--- src/rtl/fcPkg.sv ---
package fcPkg;
  typedef enum logic [1:0] {
    ST_CFG     = 2'b00,
    ST_ACTIVE  = 2'b01,
    ST_BUSOFF  = 2'b10,
    ST_PASSIVE = 2'b11
  } errState_e;

  typedef enum logic [1:0] {
    MODE_CFG    = 2'b00,
    MODE_RUN    = 2'b01,
    MODE_BUSOFF = 2'b10
  } mode_e;

  typedef struct packed {
    logic clrAll;
    logic applyErr;
    logic idleStep;
  } cntStrobe_t;
endpackage

--- src/rtl/fcCounters.sv ---
module fcCounters #(
  parameter int CNT_W        = 8,
  parameter int BIG_STEP     = 8,
  parameter int RECOVER_SEQS = 128
) (
  input  logic              clk,
  input  logic              rstN,
  input  fcPkg::cntStrobe_t strb,
  input  logic [1:0]        txIncCode,
  input  logic              txDec,
  input  logic [1:0]        rxIncCode,
  input  logic              rxDec,
  output logic [CNT_W-1:0]  txCnt,
  output logic [CNT_W-1:0]  rxCnt,
  output logic              txOverflow,
  output logic              recoveryLast
);
  localparam logic [CNT_W:0]   CNT_MAX = {1'b0, {CNT_W{1'b1}}};
  localparam logic [CNT_W-1:0] FULL    = {CNT_W{1'b1}};
  localparam logic [CNT_W-1:0] LAST    = CNT_W'(RECOVER_SEQS - 1);

  function automatic logic [CNT_W:0] stepOf(input logic [1:0] code);
    case (code)
      2'b01:   stepOf = (CNT_W+1)'(1);
      2'b10:   stepOf = (CNT_W+1)'(BIG_STEP);
      default: stepOf = '0;
    endcase
  endfunction

  logic [CNT_W:0] txSum, txAdj, rxSum, rxAdj;
  logic [CNT_W-1:0] txNext, rxNext;

  always_comb begin
    txSum = {1'b0, txCnt} + stepOf(txIncCode);
    txAdj = (txDec && txSum != '0) ? txSum - 1'b1 : txSum;
    rxSum = {1'b0, rxCnt} + stepOf(rxIncCode);
    rxAdj = (rxDec && rxSum != '0) ? rxSum - 1'b1 : rxSum;
    txOverflow   = txSum > CNT_MAX;
    recoveryLast = rxCnt == LAST;
    txNext = txAdj[CNT_W-1:0];
    rxNext = (rxAdj > CNT_MAX) ? FULL : rxAdj[CNT_W-1:0];
  end

  always_ff @(posedge clk) begin
    if (!rstN || strb.clrAll) begin
      txCnt <= '0;
      rxCnt <= '0;
    end else if (strb.applyErr) begin
      txCnt <= txNext;
      rxCnt <= rxNext;
    end else if (strb.idleStep && rxCnt != FULL) begin
      rxCnt <= rxCnt + 1'b1;
    end
  end

  AST_RX_SATURATE: assert property (@(posedge clk) disable iff (!rstN)
    ($past(rxCnt) == FULL && $past(strb.applyErr) && !$past(rxDec)
     && !$past(strb.clrAll)) |-> rxCnt == FULL);
endmodule

--- src/rtl/fcCtrl.sv ---
module fcCtrl #(
  parameter int CNT_W         = 8,
  parameter int PASSIVE_LIMIT = 127
) (
  input  logic              clk,
  input  logic              rstN,
  input  logic              softRst,
  input  logic              coreEn,
  input  logic              snoopSel,
  input  logic              autoRecoverIn,
  input  logic              startRecoverSet,
  input  logic              idleSeq,
  input  logic              txOverflow,
  input  logic              recoveryLast,
  input  logic [CNT_W-1:0]  txCnt,
  input  logic [CNT_W-1:0]  rxCnt,
  output fcPkg::cntStrobe_t strb,
  output fcPkg::errState_e  errState,
  output logic              recovering,
  output logic              startBit,
  output logic              busOffPulse,
  output logic              doneP
);
  import fcPkg::*;

  mode_e mode;
  logic  autoReg;
  logic  enterBusOff, finishRec;

  always_comb begin
    enterBusOff   = mode == MODE_RUN && !snoopSel && txOverflow;
    finishRec     = mode == MODE_BUSOFF && recovering && idleSeq && recoveryLast;
    strb.clrAll   = softRst || !coreEn || snoopSel || enterBusOff || finishRec;
    strb.applyErr = mode == MODE_RUN && !snoopSel && !txOverflow;
    strb.idleStep = mode == MODE_BUSOFF && recovering && idleSeq;
  end

  always_comb begin
    case (mode)
      MODE_RUN:    errState = (txCnt > CNT_W'(PASSIVE_LIMIT) || rxCnt > CNT_W'(PASSIVE_LIMIT))
                              ? ST_PASSIVE : ST_ACTIVE;
      MODE_BUSOFF: errState = ST_BUSOFF;
      default:     errState = ST_CFG;
    endcase
  end

  always_ff @(posedge clk) begin
    if (!rstN || softRst) begin
      mode <= MODE_CFG;  autoReg <= 1'b0;  startBit <= 1'b0;
      recovering <= 1'b0; busOffPulse <= 1'b0; doneP <= 1'b0;
    end else if (!coreEn) begin
      mode <= MODE_CFG;  autoReg <= autoRecoverIn;  startBit <= 1'b0;
      recovering <= 1'b0; busOffPulse <= 1'b0; doneP <= 1'b0;
    end else begin
      busOffPulse <= 1'b0;
      doneP       <= 1'b0;
      case (mode)
        MODE_CFG: mode <= MODE_RUN;
        MODE_RUN: if (enterBusOff) begin
          mode        <= MODE_BUSOFF;
          busOffPulse <= 1'b1;
          recovering  <= autoReg;
        end
        MODE_BUSOFF: begin
          if (startRecoverSet) startBit <= 1'b1;
          if (!recovering && (autoReg || startBit || startRecoverSet))
            recovering <= 1'b1;
          if (finishRec) begin
            mode       <= MODE_RUN;
            recovering <= 1'b0;
            startBit   <= 1'b0;
            doneP      <= 1'b1;
          end
        end
        default: mode <= MODE_CFG;
      endcase
    end
  end

  AST_CFG_WHEN_DISABLED: assert property (@(posedge clk) disable iff (!rstN)
    !$past(coreEn) |-> errState == ST_CFG);
  AST_RECOVER_IN_BUSOFF: assert property (@(posedge clk) disable iff (!rstN)
    recovering |-> errState == ST_BUSOFF);
  AST_START_IN_BUSOFF: assert property (@(posedge clk) disable iff (!rstN)
    startBit |-> errState == ST_BUSOFF);
endmodule

--- src/rtl/canFaultConfine.sv ---
module canFaultConfine #(
  parameter int CNT_W         = 8,
  parameter int BIG_STEP      = 8,
  parameter int WARN_LIMIT    = 96,
  parameter int PASSIVE_LIMIT = 127,
  parameter int RECOVER_SEQS  = 128
) (
  input  logic             clk,
  input  logic             rstN,
  input  logic             softRst,
  input  logic             coreEn,
  input  logic             snoopSel,
  input  logic             autoRecoverIn,
  input  logic             startRecoverSet,
  input  logic [1:0]       txIncCode,
  input  logic             txDec,
  input  logic [1:0]       rxIncCode,
  input  logic             rxDec,
  input  logic             idleSeq,
  output logic [CNT_W-1:0] txCount,
  output logic [CNT_W-1:0] rxCount,
  output logic [1:0]       errState,
  output logic             errWarn,
  output logic             recovering,
  output logic             startRecoverBit,
  output logic             busOffPulse,
  output logic             recoverDonePulse
);
  import fcPkg::*;

  cntStrobe_t strb;
  errState_e  stateCode;
  logic       txOverflow, recoveryLast;

  fcCounters #(.CNT_W(CNT_W), .BIG_STEP(BIG_STEP), .RECOVER_SEQS(RECOVER_SEQS)) uCnt (
    .clk(clk), .rstN(rstN), .strb(strb),
    .txIncCode(txIncCode), .txDec(txDec), .rxIncCode(rxIncCode), .rxDec(rxDec),
    .txCnt(txCount), .rxCnt(rxCount),
    .txOverflow(txOverflow), .recoveryLast(recoveryLast)
  );

  fcCtrl #(.CNT_W(CNT_W), .PASSIVE_LIMIT(PASSIVE_LIMIT)) uCtrl (
    .clk(clk), .rstN(rstN), .softRst(softRst), .coreEn(coreEn), .snoopSel(snoopSel),
    .autoRecoverIn(autoRecoverIn), .startRecoverSet(startRecoverSet), .idleSeq(idleSeq),
    .txOverflow(txOverflow), .recoveryLast(recoveryLast),
    .txCnt(txCount), .rxCnt(rxCount),
    .strb(strb), .errState(stateCode), .recovering(recovering),
    .startBit(startRecoverBit), .busOffPulse(busOffPulse), .doneP(recoverDonePulse)
  );

  assign errState = stateCode;
  assign errWarn  = (txCount >= CNT_W'(WARN_LIMIT)) || (rxCount >= CNT_W'(WARN_LIMIT));

  AST_SNOOP_ZERO: assert property (@(posedge clk) disable iff (!rstN)
    $past(snoopSel) |-> (txCount == '0 && rxCount == '0));
  AST_BUSOFF_CLEAN: assert property (@(posedge clk) disable iff (!rstN)
    busOffPulse |-> (errState == 2'b10 && txCount == '0 && rxCount == '0));
  AST_DONE_ACTIVE: assert property (@(posedge clk) disable iff (!rstN)
    recoverDonePulse |-> (errState == 2'b01 && txCount == '0 && rxCount == '0));
endmodule

--- config.mk ---
export PLATFORM = sky130hd
export DESIGN_NAME = canFaultConfine
export DESIGN_NICKNAME = d
export VERILOG_FILES = /design/src/rtl/fcPkg.sv /design/src/rtl/fcCounters.sv /design/src/rtl/fcCtrl.sv /design/src/rtl/canFaultConfine.sv
export SDC_FILE = /design/constraint.sdc
export NUM_CORES = 1
export LEC_CHECK = 0
export ABC_AREA = 0
export BUFFER_PORTS_ARGS = -buffer_cell sky130_fd_sc_hd__buf_2
export CAP_MARGIN = 30
export CORE_UTILIZATION = 45
export DETAILED_ROUTE_END_ITERATION = 8
export PLACE_DENSITY = 0.66
export RECOVER_POWER = 25
export SKIP_CTS_REPAIR_TIMING = 1
export SLEW_MARGIN = 20
export SYNTH_ARGS = -nofsm -noshare
export SYNTH_HDL_FRONTEND = slang
export SYNTH_SLANG_ARGS = --single-unit
--- constraint.sdc ---
create_clock -name clk -period 4.6 [get_ports clk]
set_input_delay 0.23 -clock clk [delete_from_list [all_inputs] [get_ports clk]]
set_output_delay 0.23 -clock clk [all_outputs]
set_load 0.01 [all_outputs]
Word-level counts from Yosys, hierarchy flattened
Index checks and enable logic that the tools add are counted.
{"block": "totals", "reg_bits": 23, "output_inout_bits": 23, "inputBits": 14, "elab_cells": 90}
{"block": "op_classes", "n_mux": 20, "n_bitwise": 3, "n_eq_ne": 11, "magnitude_cmp": 6, "reduce_logical": 37, "addsub": 5}
{"op": "$mux 8", "count": 4}
{"op": "$add 8x4->9", "count": 2}
{"op": "$gt 9x8->1 const B", "count": 2}
{"op": "$reduce_bool 9->1", "count": 2}
{"op": "$ge 8x7->1 const B", "count": 2}
{"op": "$gt 8x7->1 const B", "count": 2}
{"op": "$pmux 4 s2", "count": 2}
{"op": "$logic_and 1x1->1", "count": 10}
{"op": "$logic_or 1x1->1", "count": 10}
{"op": "$mux 9", "count": 1}
{"op": "$sub 9x1->9 const B", "count": 1}
{"op": "$add 8x1->8 const B", "count": 1}
{"op": "$eq 8x7->1 const B", "count": 1}
{"op": "$ne 8x8->1 const B", "count": 1}
{"op": "$sub 8x1->8 const B", "count": 1}
{"op": "$mux 1", "count": 7}
{"op": "$eq 2x1->1 const B", "count": 3}
{"op": "$eq 2x2->1 const B", "count": 3}
{"op": "$mux 2", "count": 3}
{"op": "$pmux 2 s3", "count": 1}
{"op": "$reduce_bool 2->1", "count": 3}
{"op": "$reduce_or 3->1", "count": 2}
{"op": "$logic_not 1->1", "count": 5}
{"op": "$ne 2x1->1 const B", "count": 2}
{"op": "8 further kinds", "count": 11}

Longest topological paths before layout
{"block": "depth", "depth_word": 9, "ltp_mapped": 11}

Hierarchy
A second synthesis with hierarchy kept.
{"block": "unflattened", "cells_unflattened": 285, "area_unflattened_um2": 2240.9}
{"mod": "fcCounters", "seq_area_each_um2": 320.3, "cells_per_inst": 236, "area_per_inst_um2": 1824.2, "n_inst": 1}
{"mod": "fcCtrl", "seq_area_each_um2": 140.1, "cells_per_inst": 46, "area_per_inst_um2": 401.6, "n_inst": 1}
{"mod": "canFaultConfine", "seq_area_each_um2": 0.0, "cells_per_inst": 3, "area_per_inst_um2": 15.0, "n_inst": 1}

Least setup slack after synthesis
No wires, ideal clock.
{"block": "synth_path", "path_type": "flip-flop to flip-flop", "startpoint": "register uCnt.rxCnt[0]", "endpoint": "register uCnt.rxCnt[5]", "synth_period_minus_slack_ns": 2.992, "arrival_time_ns": 2.897, "stages_incl_launch_ff": 10, "slack_ns": 1.608, "required_ns": 4.505, "setup_time_ns": 0.095, "n_path_buf": 0, "path_cell_list": "dfxtp_1 -> ha_1 -> ha_1 -> inv_1 -> ha_1 -> or4b_2 -> o31ai_1 -> nor4_1 -> xnor2_1 -> a221oi_1"}
{"block": "synth_between", "elab_chain_len": 7, "word_cells_on_any_way": 17, "classes_between": "3 x add/sub; 1 x order compare; 2 x eq/ne; 4 x mux; 7 x reduce/logical"}
{"item": "start, declared", "line": "fcCounters.sv:14", "text": "output logic [CNT_W-1:0] rxCnt,"}
{"item": "start signal, assigned", "line": "fcCounters.sv:50", "text": "rxCnt <= rxNext;"}
{"item": "start signal, assigned", "line": "fcCounters.sv:52", "text": "rxCnt <= rxCnt + 1'b1;"}
{"item": "parallel branches: the longest is 7 deep, another holds $add 8x4->9"}
Parallel ways; which one is timed is not known. The select of a mux whose other input is x is not followed.
A chain may end at the register's enable or synchronous reset.

Worst setup path in the final report
Same ends and word-level chain as after synthesis.

==> impl_metrics.toml <==
[clocking]
clk_pin_slew_ns = 0.09
htree_levels = 1
cts_tree = "built"
clock_latency_ns = 0.28
cts.sinks = 23
cts_root_buffer = "clkbuf_8"
cts_buffer_depth = 2
cts-buffers-inserted = 3

[detailed_routing]
detail_route.drc_violations = 0
wirelength_um = 5350
viasPerCell = 6.02
routed-via-count = 2132
drt_iter0_drc = 182
drtAntennaViolNets = 0
drtPass1Iterations = 4
wire_per_inst_um = 15.1

[layout]
antennaDiodeCount = 0
final_util = 0.541
layout.cells.non_filler = 354
nNetsFinal = 335
drive_gt1_frac = 0.149
fillers = 449
fin_area_um2 = 2440
syn_to_final_growth_pct = 11.4

[synthesis]
async_reset_ff_frac = 0
syn_nets = 306
synth-seq-cells = 23
synth.most_common_cell = "dfxtp_1"
syn_area_um2 = 2190
yosysWarnings = 0
synth_area_leader_cell = "dfxtp_1"
synth_top_area_share = 0.211
ys_seq_area_frac = 0.211
avgSynthCellArea_um2 = 7.98
syn_inst = 274
synth_edf_count = 0
ys_types = 56
synth_commonest_cells = "23 x dfxtp_1, 21 x nand2_1, 18 x ha_1"
synth.area.top_cells = "dfxtp_1 21%, ha_1 10%, xnor2_1 4.8%"
synth-main-ff-cell = "dfxtp_1"

[timing]
timing.setup.tns_ns = 0
period_needed_ns = 3.32
skew_ns = 0.00592
tightest_slew_ns = 0.775
holdWs_ns = 0.118
finalCritPeriodShare = 0.722
fmax_ghz = 0.301
report.final.setup_viol = 0
hold_violations = 0
maxSlewHeadroom = 0.479
slew_viol_final = 0
rsz0062_at_grt = "no"

[floorplanning]
die_x_um = 71.7
die_h_um = 71.7
start_util = 0.486
coreArea_um2 = 4500
ios = 37
die_area_um2 = 5140
rows = 24

[place]
portBuffers = 36
place_area_um2 = 2390
gp_congestion = 0.981
place_inst = 350
hpwl_um = 4170

[critical_path]
crit_path_start = "uCnt.rxCnt[0]"
arrival_ns = 3.51
worst_setup_path_end_kind = "flop"
rrSetupSlack_ns = 1.28
worstPathMaxFanout = 9
timing.rr.start = "uCnt.rxCnt[0]"
critPathKind = "flop to flop"
required_ns = 4.78
critPathLaunchType = "flop"

[run]
maxCapViolations = 0

[grt]
grt_pass1_vias = 1891
grt_max_degree = 15
grt_overflow = 0
grt_use_total = 0.221
grt_antenna_before_repair = 0
grt_pass1_wl_um = 9110

[power]
switchingPower_w = 0.000111
p_sw_frac = 0.278
peakVddDrop_v = 0.000114
clkPwrFrac = 0.343
p_leak_nw = 0.967
combPwrFrac = 0.151
power_per_cell_area_nw_per_um2 = 163
p_int_w = 0.000288
p_seq_frac = 0.506

[min_path]
hold_path_class = "input port to flop"
hold_start = "softRst"

[run_status]
outcome = "complete, no violations"
## flip-flops by register name (all words and copies together), names as in the netlist
register and count:
uCtrl.recovering 1, uCtrl.mode 2, uCnt.txCnt 8, uCtrl.autoReg 1, uCtrl.doneP 1, uCtrl.startBit 1
uCtrl.busOffPulse 1, uCnt.rxCnt 8
## metrics by stage
step	total power (W)	setup slack, ns
5_1_grt	0.000416	1.09
6_report	0.000398	1.28
2_1_floorplan	0.000248	1.61
3_5_place_dp	0.000264	1.21
3_3_place_gp	0.000264	1.26
4_1_cts	0.000399	1.26
## path summary, 6_finish.rpt
| check | cells past startpoint | endpoint |
|---|---|---|
| setup / recovery | 9 | uCnt.rxCnt[5] |
| hold / removal | 2 | uCtrl.autoReg |
| setup reg to reg | 9 | uCnt.rxCnt[5] |
| hold reg to reg | 2 | uCtrl.mode[0] |
## final cells by class
cell class                      instances  area, um^2  share of cell area
Clock buffer                            3        41.3              0.0169
Sequential cell                        23         460               0.189
Tap cell                               52        65.1              0.0267
Clock inverter                          1        7.51             0.00308
Timing Repair Buffer                   36         168              0.0688
Inverter                               12        45.0              0.0185
Multi-Input combinational cell        227        1650               0.677
## power by group through the flow
stage | sequential [W] | combinational [W] | clock, W
after detailed placement | 0.000206 | 0.0000581 | 0
after CTS | 0.000201 | 0.0000586 | 0.000139
after global placement | 0.000206 | 0.0000577 | 0
final | 0.000202 | 0.0000599 | 0.000137
after global routing | 0.000202 | 0.0000666 | 0.000147
after floorplan | 0.000206 | 0.0000420 | 0
## metal layers
metal  GRT usage  routed length, um
met3      0.0380                252
met1       0.331               2830
met5           0                  0
met2       0.328               2220
met4      0.0501                 42
## critical path, cell delays in order (launching register included)
cell and delay, ns:
dfxtp_1 0.51, ha_1 0.20, ha_1 0.24, inv_1 0.09, ha_1 0.16, or4b_2 0.63, o31ai_1 0.70, nor4_1 0.21
xnor2_1 0.19, a221oi_1 0.29
## kinds of logic after synthesis
group	count (synthesis)	share of synthesized area
buffers and inverters	24	0.0435
multiplexers	11	0.0515
adder cells (fa/ha/maj)	18	0.103
XOR/XNOR	20	0.0801
flip-flops	23	0.211
AO/OA/AOI/OAI	70	0.244
AND/OR/NAND/NOR	108	0.268
## layout by cell type, fill, tap and decap left out, types with 9 or more instances in the layout
cell,synthesis,layout
dfxtp_1,23,23
inv_1,12,12
nand3_1,11,11
buf_2,1,26
nor2b_1,9,9
xnor2_1,12,12
ha_1,18,18
a21oi_1,16,16
nand4_1,10,10
nand2_1,21,21
clkbuf_1,9,10
nor2_1,17,17
mux2i_1,9,9
No activity file was read; power rests on OpenSTA's default activity.
